==> config.mk <==
export PLATFORM = sky130hd
export DESIGN_NAME = ufb_fifo_bank
export DESIGN_NICKNAME = d
export VERILOG_FILES = /design/src/rtl/ufb_pkg.sv /design/src/rtl/ufb_fifo.sv /design/src/rtl/ufb_status.sv /design/src/rtl/ufb_fifo_bank.sv
export SDC_FILE = /design/constraint.sdc
export NUM_CORES = 1
export LEC_CHECK = 0
export BUFFER_PORTS_ARGS = -buffer_cell sky130_fd_sc_hd__clkbuf_2
export CORE_UTILIZATION = 60
export CTS_BUF_LIST = sky130_fd_sc_hd__clkbuf_16
export CTS_CLUSTER_DIAMETER = 60
export DETAILED_ROUTE_END_ITERATION = 7
export GPL_ROUTABILITY_DRIVEN = 0
export PLACE_DENSITY_LB_ADDON = 0.25
export SLEW_MARGIN = 20
export SYNTH_ARGS = -nofsm -noshare
export SYNTH_HDL_FRONTEND = slang
export SYNTH_SLANG_ARGS = --single-unit
export TNS_END_PERCENT = 30
==> constraint.sdc <==
create_clock -name clk -period 6.1 [get_ports clk]
set_clock_uncertainty 0.2 [all_clocks]
set_input_delay 0.305 -clock clk [delete_from_list [all_inputs] [get_ports clk]]
set_output_delay 0.305 -clock clk [all_outputs]
set_load 0.1 [all_outputs]
==> src/rtl/ufb_pkg.sv <==
package ufb_pkg;
   localparam int unsigned REG_W = 32;

   function automatic bit is_pow2(input int unsigned v);
      return (v >= 2) && ((v & (v - 1)) == 0);
   endfunction
endpackage

==> src/rtl/ufb_fifo.sv <==
module ufb_fifo #(
   parameter int unsigned DW    = 32,
   parameter int unsigned DEPTH = 8
) (
   input  logic          clk,
   input  logic          rst_n,
   input  logic          push,
   input  logic [DW-1:0] push_data,
   input  logic          pop,
   output logic [DW-1:0] pop_data,
   output logic          empty,
   output logic          full,
   output logic          underflow
);
   localparam int unsigned PW = $clog2(DEPTH);

   logic [PW:0]   wr_ptr, rd_ptr;
   logic [DW-1:0] mem [DEPTH];
   logic          do_wr, do_rd;

   initial begin
      assert (ufb_pkg::is_pow2(DEPTH)) else $error("ufb_fifo: DEPTH must be a power of two >= 2");
      assert (DW >= 1) else $error("ufb_fifo: DW must be positive");
   end

   assign empty     = (wr_ptr == rd_ptr);
   assign full      = (wr_ptr[PW] != rd_ptr[PW]) && (wr_ptr[PW-1:0] == rd_ptr[PW-1:0]);
   assign do_wr     = push && !full;
   assign do_rd     = pop && !empty;
   assign underflow = pop && empty;

   always_ff @(posedge clk) begin
      if (do_wr) mem[wr_ptr[PW-1:0]] <= push_data;
   end

   always_ff @(posedge clk or negedge rst_n) begin
      if (!rst_n) begin
         wr_ptr   <= '0;
         rd_ptr   <= '0;
         pop_data <= '0;
      end else begin
         if (do_wr) wr_ptr <= wr_ptr + 1'b1;
         if (do_rd) rd_ptr <= rd_ptr + 1'b1;
         if (pop)   pop_data <= empty ? '0 : mem[rd_ptr[PW-1:0]];
      end
   end
endmodule

==> src/rtl/ufb_status.sv <==
module ufb_status #(
   parameter int unsigned         N      = 4,
   parameter int unsigned         AW     = 12,
   parameter logic [AW-1:0]       OFFSET = 12'h018
) (
   input  logic                       clk,
   input  logic                       rst_n,
   input  logic [N-1:0]               set,
   input  logic                       reg_wr,
   input  logic                       reg_rd,
   input  logic [AW-1:0]              reg_addr,
   input  logic [ufb_pkg::REG_W-1:0]  reg_wdata,
   output logic [ufb_pkg::REG_W-1:0]  reg_rdata,
   output logic [N-1:0]               flags
);
   localparam int unsigned RW = ufb_pkg::REG_W;

   logic          hit;
   logic [N-1:0]  clr;
   logic [RW-1:0] view;

   initial begin
      assert (N >= 1 && N < RW) else $error("ufb_status: N must be in 1..31");
   end

   assign hit  = (reg_addr == OFFSET);
   assign clr  = (reg_wr && hit) ? reg_wdata[N-1:0] : '0;
   assign view = {{(RW-N){1'b0}}, flags};

   always_ff @(posedge clk or negedge rst_n) begin
      if (!rst_n) begin
         flags     <= '0;
         reg_rdata <= '0;
      end else begin
         flags <= (flags & ~clr) | set;
         if (reg_rd) reg_rdata <= hit ? view : '0;
      end
   end
endmodule

==> src/rtl/ufb_fifo_bank.sv <==
module ufb_fifo_bank #(
   parameter int unsigned   N_FIFOS       = 4,
   parameter int unsigned   DEPTH         = 8,
   parameter int unsigned   DW            = 32,
   parameter int unsigned   AW            = 12,
   parameter logic [AW-1:0] STATUS_OFFSET = 12'h018
) (
   input  logic                  clk,
   input  logic                  rst_n,
   input  logic [N_FIFOS-1:0]    push,
   input  logic [N_FIFOS*DW-1:0] push_data,
   input  logic [N_FIFOS-1:0]    pop,
   output logic [N_FIFOS*DW-1:0] pop_data,
   output logic [N_FIFOS-1:0]    fifo_empty,
   output logic [N_FIFOS-1:0]    fifo_full,
   input  logic                  reg_wr,
   input  logic                  reg_rd,
   input  logic [AW-1:0]         reg_addr,
   input  logic [31:0]           reg_wdata,
   output logic [31:0]           reg_rdata
);
   logic [N_FIFOS-1:0] uf_set;
   logic [N_FIFOS-1:0] uf_flags;

   initial begin
      assert (N_FIFOS >= 1 && N_FIFOS <= 31) else $error("ufb_fifo_bank: N_FIFOS out of range");
      assert (STATUS_OFFSET[1:0] == 2'b00) else $error("ufb_fifo_bank: offset must be word aligned");
   end

   for (genvar g = 0; g < N_FIFOS; g++) begin : g_q
      ufb_fifo #(.DW(DW), .DEPTH(DEPTH)) u_q (
         .clk       (clk),
         .rst_n     (rst_n),
         .push      (push[g]),
         .push_data (push_data[g*DW +: DW]),
         .pop       (pop[g]),
         .pop_data  (pop_data[g*DW +: DW]),
         .empty     (fifo_empty[g]),
         .full      (fifo_full[g]),
         .underflow (uf_set[g])
      );
   end

   ufb_status #(.N(N_FIFOS), .AW(AW), .OFFSET(STATUS_OFFSET)) u_stat (
      .clk       (clk),
      .rst_n     (rst_n),
      .set       (uf_set),
      .reg_wr    (reg_wr),
      .reg_rd    (reg_rd),
      .reg_addr  (reg_addr),
      .reg_wdata (reg_wdata),
      .reg_rdata (reg_rdata),
      .flags     (uf_flags)
   );
endmodule

# After elaboration in Yosys (flattened, before gate mapping)
# Memories as Yosys holds them, arrays and structs flattened.
# Cells that the tools add are included.
dict set report classes {
  n_addsub 8
  eq_ne 13
  muxes 14
  bitwise 3
  reduce_logical 25
}
# operator n
set ops {}
lappend ops {{32-bit two-way mux} 4}
lappend ops {{4-bit by 1-bit adder with 4-bit output (second input constant)} 8}
lappend ops {{1-bit logical AND} 17}
lappend ops {{4-bit == test} 4}
lappend ops {{12-bit by 5-bit == test with 1-bit output (second input constant)} 1}
lappend ops {{3-bit == test} 4}
lappend ops {{1-bit zero test} 8}
lappend ops {{1-bit two-way mux} 8}
lappend ops {{4-bit two-way mux} 2}
lappend ops {{4-bit bitwise AND} 1}
lappend ops {{1-bit inequality test} 4}
lappend ops {{4-bit inverter} 1}
lappend ops {{4-bit OR} 1}
dict set report totals {
  ff_bits 196
  ram_bits 1024
  word_cells 81
  memories 4
}
# name depth word_bits rd rd_clocked_by_memory_dff wr line
set mem_list {}
lappend mem_list {{g_q[0].u_q.mem} 8 32 1 0 1 ufb_fifo.sv:18} ;# logic [DW-1:0] mem [DEPTH];
lappend mem_list {{g_q[1].u_q.mem} 8 32 1 0 1 ufb_fifo.sv:18}
lappend mem_list {{g_q[2].u_q.mem} 8 32 1 0 1 ufb_fifo.sv:18}
lappend mem_list {{g_q[3].u_q.mem} 8 32 1 0 1 ufb_fifo.sv:18}

# Longest topological paths before layout
# Gate-level depths: netlist of the first run.
dict set report depth {
  ltp_word 6
  mapped_depth 6
  mapped_depth_nobuf 4
}

# Cells and area by module
# A second synthesis of the first run with hierarchy kept.
dict set report unflattened {
  hier_cells 2166
  hier_area_um2 45603.7
}
# module n_inst cells_per_inst area_per_inst_um2 seq_area_each_um2
set modules_own_cells {}
lappend modules_own_cells {ufb_fifo 4 526 11255.8 8688.3}
lappend modules_own_cells {ufb_status 1 62 580.6 200.2}

# Worst setup path after synthesis of the first run
# Ideal clock, no wire load.
dict set report synth_path {
  path_kind {register -> register}
  start {register g_q[2].u_q.rd_ptr[0]}
  end {memory g_q[2].u_q.mem[1][0] (enable)}
  setup_ps 461
  arrival_ps 3580
  required_ps 5439
  slack_ps 1859
  path_stages_with_launch 6
  n_path_buf 1
  synth_period_minus_slack_ps 4241
  cell_sequence {dfrtp_1 > buf_2 > xor2_1 > o41ai_4 > or2_2 > nor3_1}
}
dict set report synth_between {
  elab_chain_cells 6
}
# element line
set synth_lines {}
lappend synth_lines {{from (decl)} ufb_fifo.sv:17} ;# logic [PW:0] wr_ptr, rd_ptr;
lappend synth_lines {{from (signal assigned)} ufb_fifo.sv:43} ;# if (do_rd) rd_ptr <= rd_ptr + 1'b1;
lappend synth_lines {{3-bit == test} ufb_fifo.sv:27} ;# assign full = (wr_ptr[PW] != rd_ptr[PW]) && (wr_ptr[PW-1:0] == rd_ptr[PW-1:0]);
lappend synth_lines {{1-bit logical AND} ufb_fifo.sv:27}
lappend synth_lines {{1-bit zero test} ufb_fifo.sv:28} ;# assign do_wr = push && !full;
lappend synth_lines {{1-bit logical AND} ufb_fifo.sv:28}
lappend synth_lines {{1-bit two-way mux} ufb_fifo.sv:33} ;# if (do_wr) mem[wr_ptr[PW-1:0]] <= push_data;
lappend synth_lines {{1-bit two-way mux (implied by the code)} ufb_fifo.sv:33}
lappend synth_lines {{to (decl)} ufb_fifo.sv:18}
# Every way passes these cells.

# Worst setup path after layout of the first run
dict set report layout_path {
  start {register g_q[0].u_q.rd_ptr[0]}
  end {output port fifo_empty[0]}
}
dict set report layout_between {
  elab_chain_cells 1
}
# element line
set layout_lines {}
lappend layout_lines {{from (decl)} ufb_fifo.sv:17}
lappend layout_lines {{from (signal assigned)} ufb_fifo.sv:43}
lappend layout_lines {{4-bit == test} ufb_fifo.sv:26} ;# assign empty = (wr_ptr == rd_ptr);
lappend layout_lines {{to (decl)} ufb_fifo_bank.sv:14} ;# output logic [N_FIFOS-1:0] fifo_empty,
# Every way passes these cells.

==> results of run 1 <==
[area by class of cell]
cell class	instances	area share
Sequential cell	1192	0.654
Clock inverter	102	0.0176
Clock buffer	118	0.0552
Timing Repair Buffer	490	0.0620
Tap cell	969	0.0227
Antenna cell	6	0.000281
Multi-Input combinational cell	713	0.178
Inverter	144	0.0101
[cells by family after synthesis]
kind of cell | Yosys count | synth area share
compound gates | 145 | 0.0235
xor+xnor | 41 | 0.00864
fa+ha+maj | 8 | 0.00220
buf+inv | 290 | 0.0296
flops | 1192 | 0.768
mux | 391 | 0.157
other cells | 1 | 0.0000824
simple gates | 100 | 0.0109
[path summary, 6_finish.rpt]
kind / start / endpoint / slack, ns / depth (start not counted)
setup reg to reg: g_q[3].u_q.rd_ptr[0] / g_q[3].u_q.mem[1][7] / 2.41 / 6
hold reg to reg: u_stat.flags[1] / u_stat.reg_rdata[1] / 0.31 / 2
hold / removal: pop[1] / g_q[1].u_q.pop_data[9] / 0.04 / 3
min in group asynchronous: rst_n / g_q[2].u_q.pop_data[22] / 0.05 / 2
max in group asynchronous: rst_n / g_q[0].u_q.rd_ptr[1] / 4.43 / 3
setup / recovery: g_q[0].u_q.rd_ptr[0] / fifo_empty[0] / 2.34 / 5
[power by group through the flow]
stage	clock network, uW	logic, uW	registers, uW
after floorplan	0	5340	14100
after global placement	0	9980	11400
after detailed placement	0	10100	11500
after CTS	7270	10300	11400
after global routing	7590	10700	11500
final	7180	10200	11400
[state kept, by name, summed over array words and instances (netlist names)]
register          count
g_q.u_q.rd_ptr       16
u_stat.reg_rdata      4
g_q.u_q.wr_ptr       16
g_q.u_q.pop_data    128
u_stat.flags          4
g_q.u_q.mem        1024
[metal layers]
layer | wire length (um) | share of wire
met5 | 23 | 0.00024
met4 | 2200 | 0.023
met3 | 6750 | 0.070
met2 | 48600 | 0.50
met1 | 38700 | 0.40
[stage by stage]
stage               hold WS, ns   util
floorplan                -0.191      -
global placement          0.223  0.645
detailed placement        0.227  0.645
CTS                     0.00308  0.715
global route             0.0373  0.715
finish                   0.0428  0.715
[timing repair]
action,4_1_cts,5_1_grt
endpoints found under the hold margin,1136,0
gates resized for setup,0,0
hold buffers,138,0
setup endpoints to repair,0,0
[placed cells by master, fill, tap and decap left out, types with 11 or more instances in the layout]
cell type	count
clkinv_1	26
mux2i_1	127
mux4_2	256
edfxtp_1	1024
buf_4	54
bufinv_16	15
clkinv_2	23
conb_1	28
clkbuf_2	294
o22ai_1	127
clkbuf_16	118
xor2_1	29
dlygate4sd3_1	138
nor2_1	12
nand3_1	12
nand2b_1	13
inv_1	172
dfrtp_1	156
nor2_4	15
nand2_1	11
[worst reg2reg max path, delay by kind of cell (launching register included)]
| kind | cells | cell delay [ns] |
|---|---|---|
| AOI/OAI and AO/OA | 1 | 0.19 |
| xor gates and xnor gates | 1 | 0.46 |
| buffers and inverters | 2 | 1.13 |
| DFF | 1 | 0.34 |
| and+or+nand+nor | 2 | 1.02 |
==> results.yml, run 1 <==
outcome:
  outcome: "finished, final reports clean"
global_route:
  grtUsageTotal: 0.255
  grt_start_max_net_pins: 94
  use_met3: 0.0446
  grt_overflow: 0
  busiest_layer: "met2"
  grt_pass1_wl_um: 146000
  grt_pass1_vias: 24200
  antenna_found_initial: 7
  met1_usage: 0.350
  met2_usage: 0.424
clock_tree:
  cts_made_buffers: 115
  cts_buffer_depth: 3
  cts_root_buf: "clkbuf_16"
  clk_pin_slew_ns: 0.06
  post-cts-setup-buffers: 0
  clock_latency_ns: 0.69
  clock-sinks: 1192
  htreeDepth: 3
  cts_tree: "done"
floorplan:
  die_x_um: 277
  die_y_um: 277
  num_io_pins: 352
  dieArea_um2: 76900
  initial_core_util: 0.609
  rows: 100
  core_area_um2: 74700
synth:
  synthTopCellsByCount: "1024 x edfxtp_1, 256 x mux4_2, 168 x dfrtp_1"
  avgSynthCellArea_um2: 21.0
  yosysTopAreaCell: "edfxtp_1"
  seq_area_frac_synth: 0.768
  synth_top_area_share: 0.676
  synth.area.top_cells: "edfxtp_1 68%, mux4_2 13%, dfrtp_1 9.2%"
  synth_edf_count: 1024
  synth_flop_cell: "edfxtp_1"
  ys_warn_count: 0
  yosysMostFrequentCell: "edfxtp_1"
  yosysUniqueCellTypes: 37
  syn_area_um2: 45500
  synth_cells: 2168
  async_flop_share: 0.141
  ys_ff_latch: 1192
route:
  firstDrtPassIters: 5
  wl_um: 96200
  post-route-drc-count: 0
  via_per_inst: 6.03
  wire_per_inst_um: 25.8
  ant_nets: 0
  vias: 22500
  drtIter0Drc: 1968
power_and_ir_drop:
  switching_power_uw: 10900
  vdd_drop_max_v: 0.000498
  power_frac_seq: 0.396
  leakage_uw: 0.0192
  p_total_uw: 28800
  pwr-share-clk: 0.249
  power_density_nw_per_um2: 538
  p_sw_frac: 0.377
  pwr-share-comb: 0.355
  p_int_uw: 17900
worst_setup_path:
  worstPathRequired_ns: 5.59
  critical_path.startpoint_type: "flip-flop"
  path_buf_inv: 2
  end_kind: "primary output"
  crit_arrival_ns: 3.25
  cpPeakStageDelay_ns: 0.59
  crit_type: "reg -> out"
  cp_cell_sequence: "buf_4 > xor2_2 > or2_2 > nor3_1 > clkbuf_2"
  crit_family: "buffers and inverters"
  path_max_fanout: 36
  slowest_stage: "buf_4"
sta:
  fin_crit_sh: 0.616
  rsz0062_at_grt: "false"
  fin_ws_ns: 2.34
  min_period_ns: 3.76
  slew_viol_final: 0
  fmax_mhz: 266
  max_slew_margin: 0.237
  setup-tns-final_ns: 0
  setup_viol: 0
  tightest_slew_ns: 1.14
  hold_viol_final: 0
finish:
  seqCellArea_um2: 35000
  area_delta_synth_final_pct: 17.5
  layoutNonFillerInstCount: 3734
  fillers: 4362
  multi_input_area_um2: 9490
  fin_nets: 2848
  fin_area_um2: 53400
  layout-drive-gt1-share: 0.304
placed_design:
  dp_worst_setup_slack_ns: 2.41
  io_buffers: 295
  place_area_um2: 48100
  dp_cells: 3370
  place_hpwl_um: 52300
flow_run:
  cap_viol_max_count: 0
min_path:
  min_path_type: "in -> reg"
Power figures use the tool's default switching activity.
==> run 2: changes to the inputs <==
Settings changed: CORE_UTILIZATION 60 to 54.
Clock period 6.1 ns to 3.2 ns, I/O delays scaled along.
==> run 2 against run 1 <==
Compared with the run above: cell count is 4.0% higher; wire length decreased by 2.6%; sequential share of layout area down 0.88 points; design area rose by 1.4%.
==> results.yml, run 2 (synthesis results as in run 1) <==
power_and_ir_drop:
  leakage_uw: 0.0195
  switching_power_uw: 20700
  p_int_uw: 34000
  pwr-share-clk: 0.241
  power_density_nw_per_um2: 1010
  power_frac_seq: 0.390
  p_total_uw: 54700
  vdd_drop_max_v: 0.000816
  p_sw_frac: 0.378
  pwr-share-comb: 0.369
sta:
  rsz0062_at_grt: "false"
  max_slew_margin: 0.320
  slew_viol_final: 0
  hold_viol_final: 0
  tightest_slew_ns: 1.02
  fin_crit_sh: 0.902
  setup_viol: 0
  fmax_mhz: 346
  min_period_ns: 2.89
  setup-tns-final_ns: 0
floorplan:
  die_x_um: 292
  num_io_pins: 352
  initial_core_util: 0.545
  die_y_um: 292
  rows: 106
  core_area_um2: 83600
  dieArea_um2: 85400
clock_tree:
  cts_root_buf: "clkbuf_16"
  htreeDepth: 3
  cts_buffer_depth: 3
  cts_tree: "done"
  cts_made_buffers: 119
  clk_pin_slew_ns: 0.06
  clock-sinks: 1192
  clock_latency_ns: 0.69
  post-cts-setup-buffers: 0
finish:
  area_delta_synth_final_pct: 19.1
  layout-drive-gt1-share: 0.308
  fillers: 5521
  fin_nets: 2885
  final_core_util: 0.648
  final_cell_mix: "1024 x edfxtp_1, 288 x clkbuf_2, 256 x mux4_2, 171 x inv_1, 156 x dfrtp_1"
  final_common_cell: "edfxtp_1"
  largest_reg_flops: 1024
route:
  vias: 22100
  drtIter0Drc: 1333
  via_per_inst: 5.70
  post-route-drc-count: 0
  wire_per_inst_um: 24.1
  ant_nets: 0
  firstDrtPassIters: 5
  wl_um: 93700
worst_setup_path:
  critical_path.startpoint_type: "flip-flop"
  worstPathRequired_ns: 2.84
  path_max_fanout: 8
  crit_type: "reg -> out"
  crit_arrival_ns: 2.53
  end_kind: "primary output"
global_route:
  grt_pass1_wl_um: 141000
  grtUsageTotal: 0.221
  grt_overflow: 0
  grt_start_max_net_pins: 68
  grt_pass1_vias: 23600
  antenna_found_initial: 6
placed_design:
  place_hpwl_um: 50400
  io_buffers: 295
outcome:
  outcome: "finished, final reports clean"
flow_run:
  cap_viol_max_count: 0
min_path:
  min_path_type: "in -> async"
## run 2: worst max-delay path, cell delays in order, from the launching register on
cell and delay, ns:
dfrtp_1 0.56, xor2_1 0.24, or2_2 0.35, nor3_1 0.18, clkbuf_2 0.53
## run 2: power groups by stage
stage          clock network (uW)  registers (uW)  logic (uW)
3_3_place_gp                    0           21500       19900
3_5_place_dp                    0           21700       20200
4_1_cts                     13400           21400       20400
5_1_grt                     14000           21600       21300
2_1_floorplan                   0           26900       10200
6_report                    13100           21300       20200
## run 2: layout make-up
type	instances	area [um^2]	share of cell area
inverter	144	541	0.00998
clock inverter	108	773	0.0143
clock buffer	120	3000	0.0554
timing repair buffer	523	3970	0.0733
multi-input combinational	713	9540	0.176
antenna	4	10.0	0.000185
tap	1080	1350	0.0249
sequential	1192	35000	0.646
## run 2: final timing paths
kind	start	end	slack, ns	cells past startpoint
worst min register to register	u_stat.flags[3]	u_stat.flags[3]	0.31	1
worst max register to register	g_q[0].u_q.rd_ptr[1]	g_q[0].u_q.pop_data[24]	0.37	5
worst min-delay path	rst_n	g_q[3].u_q.pop_data[30]	0.06	3
min in group clk	push_data[107]	g_q[3].u_q.mem[7][11]	0.08	2
max in group asynchronous	rst_n	g_q[2].u_q.rd_ptr[1]	2.34	3
worst max-delay path	g_q[1].u_q.wr_ptr[1]	fifo_full[1]	0.31	4
## run 2: metal layers
layer | share of wire | global-route usage | routed length, um
met5 | 0.00028 | 0 | 26
met4 | 0.024 | 0.0701 | 2280
met3 | 0.067 | 0.0472 | 6260
met2 | 0.51 | 0.375 | 47800
met1 | 0.40 | 0.288 | 37300
## run 2: what timing repair did
action                                   CTS  global route
hold buffers                             152             0
resized for setup                          1             2
endpoints found under the setup margin     1             3
endpoints found under the hold margin   1460             0
## run 2: through the flow
stage / cell area, um^2 / setup slack [ns] / hold slack (ns) / cells
after floorplan: 45700 / -0.806 / -0.336 / 2195
final: 54200 / 0.313 / 0.0620 / 3884
after global routing: 54200 / 0.151 / 0.0366 / 3883
after CTS: 54200 / 0.0617 / 0.0172 / 3881
after detailed placement: 48800 / 0.315 / 0.0709 / 3501
after global placement: 48800 / 0.336 / 0.0738 / 3501
